$ cat src/rtl/irq_cond_pkg.sv
package irq_cond_pkg;

  localparam int unsigned BUS_AW = 8;

  localparam logic [BUS_AW-1:0] OFS_LINE_EN   = 8'h30;
  localparam logic [BUS_AW-1:0] OFS_LINE_MASK = 8'h34;
  localparam logic [BUS_AW-1:0] OFS_TRIG_SEL  = 8'h38;
  localparam logic [BUS_AW-1:0] OFS_POL_SEL   = 8'h3C;
  localparam logic [BUS_AW-1:0] OFS_RAW_STAT  = 8'h40;
  localparam logic [BUS_AW-1:0] OFS_MSK_STAT  = 8'h44;
  localparam logic [BUS_AW-1:0] OFS_EOI       = 8'h4C;

  typedef enum logic [2:0] {
    REG_NONE,
    REG_EN,
    REG_MASK,
    REG_TRIG,
    REG_POL,
    REG_RAW,
    REG_MSKD,
    REG_EOI
  } reg_id_e;

  function automatic reg_id_e decode_offset(input logic [BUS_AW-1:0] ofs);
    reg_id_e id;
    case (ofs)
      OFS_LINE_EN:   id = REG_EN;
      OFS_LINE_MASK: id = REG_MASK;
      OFS_TRIG_SEL:  id = REG_TRIG;
      OFS_POL_SEL:   id = REG_POL;
      OFS_RAW_STAT:  id = REG_RAW;
      OFS_MSK_STAT:  id = REG_MSKD;
      OFS_EOI:       id = REG_EOI;
      default:       id = REG_NONE;
    endcase
    return id;
  endfunction

endpackage

$ cat src/rtl/irq_sync2.sv
module irq_sync2 #(
  parameter int unsigned WIDTH  = 32,
  parameter int unsigned STAGES = 2
) (
  input  logic             clk,
  input  logic             rst_n,
  input  logic [WIDTH-1:0] async_i,
  output logic [WIDTH-1:0] sync_o
);

  logic [STAGES-1:0][WIDTH-1:0] stage_q;

  always_ff @(posedge clk or negedge rst_n) begin
    if (!rst_n) begin
      stage_q <= '0;
    end else begin
      stage_q[0] <= async_i;
      for (int s = 1; s < STAGES; s++) begin
        stage_q[s] <= stage_q[s-1];
      end
    end
  end

  assign sync_o = stage_q[STAGES-1];

endmodule

$ cat src/rtl/irq_edge_bank.sv
module irq_edge_bank #(
  parameter int unsigned WIDTH = 32
) (
  input  logic             clk,
  input  logic             rst_n,
  input  logic [WIDTH-1:0] level_i,
  input  logic [WIDTH-1:0] en_i,
  input  logic [WIDTH-1:0] trig_i,
  input  logic [WIDTH-1:0] pol_i,
  input  logic             clr_stb_i,
  input  logic [WIDTH-1:0] clr_bits_i,
  output logic [WIDTH-1:0] raw_o
);

  // Level match: line equals its polarity bit
  function automatic logic [WIDTH-1:0] level_active(
    input logic [WIDTH-1:0] lvl,
    input logic [WIDTH-1:0] pol
  );
    return ~(lvl ^ pol);
  endfunction

  // Edge in the polarity's direction between two samples
  function automatic logic [WIDTH-1:0] edge_seen(
    input logic [WIDTH-1:0] cur,
    input logic [WIDTH-1:0] prev,
    input logic [WIDTH-1:0] pol
  );
    return (pol & cur & ~prev) | (~pol & ~cur & prev);
  endfunction

  logic [WIDTH-1:0] prev_q;
  logic [WIDTH-1:0] latch_q;
  logic [WIDTH-1:0] latch_d;
  logic [WIDTH-1:0] edge_evt;
  logic [WIDTH-1:0] edge_arm;
  logic [WIDTH-1:0] clr_mask;
  logic [WIDTH-1:0] lvl_hit;

  assign edge_evt = edge_seen(level_i, prev_q, pol_i);
  assign edge_arm = en_i & trig_i;
  assign clr_mask = clr_stb_i ? clr_bits_i : '0;
  assign lvl_hit  = level_active(level_i, pol_i);

  // new capture wins over a clear in the same cycle; disabled lines drop state
  assign latch_d = ((latch_q & ~clr_mask) | (edge_evt & edge_arm)) & en_i;

  always_ff @(posedge clk or negedge rst_n) begin
    if (!rst_n) begin
      prev_q  <= '0;
      latch_q <= '0;
    end else begin
      prev_q  <= level_i;
      latch_q <= latch_d;
    end
  end

  assign raw_o = en_i & ((trig_i & latch_q) | (~trig_i & lvl_hit));


  edge_origin_chk: assert property (@(posedge clk) disable iff (!rst_n)
    1'b1 |=> ((latch_q & ~$past(latch_q) & ~$past(edge_evt & edge_arm)) == '0));


  eoi_clear_chk: assert property (@(posedge clk) disable iff (!rst_n)
    clr_stb_i |=> ((latch_q & $past(clr_bits_i & ~(edge_evt & edge_arm))) == '0));


  off_line_chk: assert property (@(posedge clk) disable iff (!rst_n)
    1'b1 |=> ((latch_q & ~$past(en_i)) == '0));

endmodule

$ cat src/rtl/irq_cond_regs.sv
module irq_cond_regs
  import irq_cond_pkg::*;
#(
  parameter int unsigned WIDTH  = 32,
  parameter int unsigned DATA_W = 32
) (
  input  logic              clk,
  input  logic              rst_n,
  input  logic              bus_sel_i,
  input  logic              bus_wr_i,
  input  logic [BUS_AW-1:0] bus_addr_i,
  input  logic [DATA_W-1:0] bus_wdata_i,
  output logic [DATA_W-1:0] bus_rdata_o,
  input  logic [WIDTH-1:0]  raw_i,
  input  logic [WIDTH-1:0]  masked_i,
  output logic [WIDTH-1:0]  en_o,
  output logic [WIDTH-1:0]  mask_o,
  output logic [WIDTH-1:0]  trig_o,
  output logic [WIDTH-1:0]  pol_o,
  output logic              clr_stb_o,
  output logic [WIDTH-1:0]  clr_bits_o
);

  reg_id_e          sel_id;
  logic             wr_hit;
  logic [WIDTH-1:0] en_q, mask_q, trig_q, pol_q;
  logic [WIDTH-1:0] wr_bits;

  assign sel_id  = bus_sel_i ? decode_offset(bus_addr_i) : REG_NONE;
  assign wr_hit  = bus_sel_i & bus_wr_i;
  assign wr_bits = bus_wdata_i[WIDTH-1:0];

  always_ff @(posedge clk or negedge rst_n) begin
    if (!rst_n) begin
      en_q   <= '0;
      mask_q <= '0;
      trig_q <= '0;
      pol_q  <= '0;
    end else if (wr_hit) begin
      case (sel_id)
        REG_EN:   en_q   <= wr_bits;
        REG_MASK: mask_q <= wr_bits;
        REG_TRIG: trig_q <= wr_bits;
        REG_POL:  pol_q  <= wr_bits;
        default:  ;
      endcase
    end
  end

  assign clr_stb_o  = wr_hit && (sel_id == REG_EOI);
  assign clr_bits_o = wr_bits;

  always_comb begin
    bus_rdata_o = '0;
    if (bus_sel_i && !bus_wr_i) begin
      case (sel_id)
        REG_EN:   bus_rdata_o[WIDTH-1:0] = en_q;
        REG_MASK: bus_rdata_o[WIDTH-1:0] = mask_q;
        REG_TRIG: bus_rdata_o[WIDTH-1:0] = trig_q;
        REG_POL:  bus_rdata_o[WIDTH-1:0] = pol_q;
        REG_RAW:  bus_rdata_o[WIDTH-1:0] = raw_i;
        REG_MSKD: bus_rdata_o[WIDTH-1:0] = masked_i;
        default:  bus_rdata_o = '0;
      endcase
    end
  end

  assign en_o   = en_q;
  assign mask_o = mask_q;
  assign trig_o = trig_q;
  assign pol_o  = pol_q;


  eoi_noside_chk: assert property (@(posedge clk) disable iff (!rst_n)
    clr_stb_o |=> ($stable(en_q) && $stable(mask_q) && $stable(trig_q) && $stable(pol_q)));

endmodule

$ cat src/rtl/irq_line_cond.sv
module irq_line_cond
  import irq_cond_pkg::*;
#(
  parameter int unsigned NUM_LINES   = 32,
  parameter int unsigned DATA_W      = 32,
  parameter int unsigned SYNC_STAGES = 2
) (
  input  logic                 clk,
  input  logic                 rst_n,
  input  logic [NUM_LINES-1:0] line_i,
  input  logic                 bus_sel,
  input  logic                 bus_wr,
  input  logic [BUS_AW-1:0]    bus_addr,
  input  logic [DATA_W-1:0]    bus_wdata,
  output logic [DATA_W-1:0]    bus_rdata,
  output logic                 irq_o
);

  logic [NUM_LINES-1:0] line_sync;
  logic [NUM_LINES-1:0] line_en, line_mask, line_trig, line_pol;
  logic [NUM_LINES-1:0] raw_stat, masked_stat, eoi_bits;
  logic                 eoi_stb;

  irq_sync2 #(.WIDTH(NUM_LINES), .STAGES(SYNC_STAGES)) u_sync (
    .clk     (clk),
    .rst_n   (rst_n),
    .async_i (line_i),
    .sync_o  (line_sync)
  );

  irq_edge_bank #(.WIDTH(NUM_LINES)) u_edge (
    .clk        (clk),
    .rst_n      (rst_n),
    .level_i    (line_sync),
    .en_i       (line_en),
    .trig_i     (line_trig),
    .pol_i      (line_pol),
    .clr_stb_i  (eoi_stb),
    .clr_bits_i (eoi_bits),
    .raw_o      (raw_stat)
  );

  irq_cond_regs #(.WIDTH(NUM_LINES), .DATA_W(DATA_W)) u_regs (
    .clk         (clk),
    .rst_n       (rst_n),
    .bus_sel_i   (bus_sel),
    .bus_wr_i    (bus_wr),
    .bus_addr_i  (bus_addr),
    .bus_wdata_i (bus_wdata),
    .bus_rdata_o (bus_rdata),
    .raw_i       (raw_stat),
    .masked_i    (masked_stat),
    .en_o        (line_en),
    .mask_o      (line_mask),
    .trig_o      (line_trig),
    .pol_o       (line_pol),
    .clr_stb_o   (eoi_stb),
    .clr_bits_o  (eoi_bits)
  );

  assign masked_stat = raw_stat & ~line_mask;
  assign irq_o       = |masked_stat;


  irq_source_chk: assert property (@(posedge clk) disable iff (!rst_n)
    irq_o |-> |(line_en & ~line_mask));

endmodule

$ cat config.mk
export PLATFORM = sky130hd
export DESIGN_NAME = irq_line_cond
export DESIGN_NICKNAME = d
export VERILOG_FILES = /design/src/rtl/irq_cond_pkg.sv /design/src/rtl/irq_sync2.sv /design/src/rtl/irq_edge_bank.sv /design/src/rtl/irq_cond_regs.sv /design/src/rtl/irq_line_cond.sv
export SDC_FILE = /design/constraint.sdc
export NUM_CORES = 1
export LEC_CHECK = 0
export ABC_AREA = 1
export BUFFER_PORTS_ARGS = -buffer_cell sky130_fd_sc_hd__buf_2
export CORE_ASPECT_RATIO = 1.1
export CORE_MARGIN = 4
export CORE_UTILIZATION = 36
export CTS_CLUSTER_SIZE = 25
export DETAILED_ROUTE_END_ITERATION = 12
export GPL_TIMING_DRIVEN = 0
export HOLD_SLACK_MARGIN = 0.03
export PLACE_DENSITY = 0.53
export SLEW_MARGIN = 25
export SYNTH_ARGS = -nofsm -noshare
export SYNTH_HDL_FRONTEND = slang
export SYNTH_SLANG_ARGS = --single-unit
$ cat constraint.sdc
create_clock -name clk -period 2.1 [get_ports clk]
set_clock_uncertainty 0.1 [all_clocks]
set_input_delay 0.21 -clock clk [delete_from_list [all_inputs] [get_ports clk]]
set_output_delay 0.21 -clock clk [all_outputs]
set_load 0.01 [all_outputs]
==> results.ini <==
[routing]
via_per_inst=4.93
totalWireLength_um=43500
drc=0
dr.pass1.iters=5
routedWlPerCell_um=17.9
drt-initial-drc-count=833
route.antenna.remaining_nets=0
num_vias=12000

[pwr]
peakVddDrop_mv=0.739
p_per_area_mw_per_mm2=692
p_leak_nw=8.76

[logic_synthesis]
avgSynthCellArea_um2=8.15
synth_ff_type=dfrtp_1
ys_seq_elements=256
synth_cell_types=33
synthTopCellsByArea=dfrtp_1 (50%), nand2_1 (8.2%), inv_1 (7.4%)
synth_edf_count=0
yosysMostFrequentCell=nand2_1
synth_cells=1582
yosys_warnings=0
synth_top_area_frac=0.497
synth_area_mm2=0.0129
synthTopCellsByCount=nand2_1 (280), dfrtp_1 (256), inv_1 (255), nor2_1 (162), o21ai_0 (140)
synthArstFlopShare=1.00
synth_fp_nets=1722
synth_top_area_cell=dfrtp_1
yosysSeqAreaShare=0.497

[die]
die_x_um=188
io_pins=109
die_h_um=206
core_area_mm2=0.0352
start_util=0.366
dieArea_mm2=0.0389
rows=72

[placement]
dp_hpwl_um=27800
gp_congestion=0.868
dp_worst_setup_slack_ps=-754
port_buffers=107
numPlacedInstances=2173

[timing]
maxSlewViolCount=0
min_period_ps=2640
setup_slack_ps=-545
hold_viol_final=0
fmax_mhz=378
fin_crit_sh=1.26
max-slew-margin-rel=0.500
worst_pin_slew_ps=751
grt_setup_unrepaired=true
setup-violations-final=33
hold-worst-slack_ps=49.4

[finish]
insertedDiodeCount=0
layout-drive-gt1-share=0.311
fillers=3284
seqCellArea_mm2=0.00641
layout.nets=2063
fin_util=0.517
multi_input_area_mm2=0.00616
area_growth_pct=41.2
fin_cells=2429

[run]
cap_violations=0

[cts]
cts_buffer_depth=3
cts_tree=built
clkTransAtPathRegs_ps=60
clock_latency_ps=580
numCtsBuffers=31
h-tree-depth=1
clkSinkCount=256
cts_root_buffer=clkbuf_16

[hold_path]
hp-class=primary input to async pin

[critical_path]
worst_setup_path_end_kind=primary output
reg2regPathDepth=5
crit-reg2reg-launch=u_regs.pol_o[13]$_DFFE_PN0P_
critPathMaxFanout=2
start_kind=register
worstPathArrival_ps=2330
reg2reg_slack_ps=770
r2r-end=u_edge.latch_q[13]$_DFF_PN0_
critPathKind=register to primary output
cp_data_required_time_ps=1790
endpoint=bus_rdata[8]
cp-startpoint=u_sync.sync_o[8]$_DFF_PN0_

[grt]
overflow=0
antenna_found_initial=1
grt.total_usage=0.218
grt_pass1_vias=12000
grt_pass1_wl_um=67100
grt_max_degree=74

[outcome]
status=finished, violations left
violations=setup timing

worst max-delay path, cell delays in order (launching register included):
cell	delay, ps
dfrtp_1	350
inv_1	40
ha_1	310
inv_2	70
nor2_2	30
nor3_2	190
buf_4	160
buf_4	90
nand3_1	70
o21ai_0	80
inv_1	60
a21oi_2	160
buf_2	160
metrics by stage:
step | power [mW] | TNS [ps] | area, um2
2_1_floorplan | 5.78 | 0 | 12900
3_3_place_gp | 6.14 | -1163840 | 14000
3_5_place_dp | 6.18 | -73360 | 14100
4_1_cts | 12.6 | -12410 | 17500
5_1_grt | 13.1 | -13840 | 18200
6_report | 12.6 | -10580 | 18200
state kept, by name, indices dropped and copies added, names as in the netlist:
register	cells
u_regs.trig_o	32
u_regs.pol_o	32
u_sync.stage_q	32
u_edge.prev_q	32
u_regs.mask_o	32
u_sync.sync_o	32
u_edge.latch_q	32
u_regs.en_o	32
cell type report:
cell class | instances | share of cell area
timing repair buffer | 308 | 0.129
tap | 481 | 0.0331
clock buffer | 46 | 0.0490
inverter | 258 | 0.0538
buffer | 68 | 0.0319
multi-input combinational | 1000 | 0.338
clock inverter | 12 | 0.0133
sequential | 256 | 0.352
power by group:
part / total, mW / switching (mW) / internal [mW]
clock network: 5.93 / 2.15 / 3.78
registers: 5.31 / 0.158 / 5.16
logic: 1.35 / 0.712 / 0.639
layout by cell type, fill, tap and decap left out, types with 29 or more instances in the layout:
cell type / instances
nand2_1: 239
a21oi_1: 57
o21ai_1: 65
nand3_1: 83
buf_4: 135
a21oi_2: 39
nor2_2: 38
inv_2: 52
inv_1: 203
o21ai_0: 132
nor2_1: 100
buf_2: 123
ha_1: 45
dfrtp_1: 255
nor2_4: 29
nand4_1: 50
clkbuf_16: 33
nand2_2: 33
dlygate4sd3_1: 65
cell families after synthesis:
kind of cell,count (synthesis),share of synthesized area
simple gates,624,0.214
flops,256,0.497
fa+ha+maj,64,0.0621
buf+inv,326,0.103
compound gates,312,0.124
worst min-delay path by stage:
stage / end / slack [ps] / cells past startpoint
finish: u_sync.stage_q[2]$_DFF_PN0_ / 50 / 2
global placement: u_sync.stage_q[24]$_DFF_PN0_ / 220 / 1
CTS: u_sync.stage_q[2]$_DFF_PN0_ / 60 / 2
floorplan: u_edge.latch_q[0]$_DFF_PN0_ / -190 / 0
detailed placement: u_sync.stage_q[2]$_DFF_PN0_ / 70 / 1
global route: u_sync.stage_q[6]$_DFF_PN0_ / 110 / 2
repair_timing:
item | 4_1_cts | 5_1_grt
buffers inserted | 98 | 35
pin swaps | 218 | 138
endpoints found under the hold margin | 312 | 0
endpoints found under the setup margin | 40 | 33
hold buffers | 65 | 0
cloned | 1 | 2
gates resized for setup | 239 | 133
metal layers:
layer | GRT usage | vias to the layer above | wire length [um]
met1 | 0.292 | 5768 | 19000
met5 | 0 | - | 6
met3 | 0.0311 | 81 | 2500
li1 | - | 5764 | -
met2 | 0.367 | 362 | 20700
met4 | 0.0721 | 2 | 1220
(Power assumes the default switching activity.)
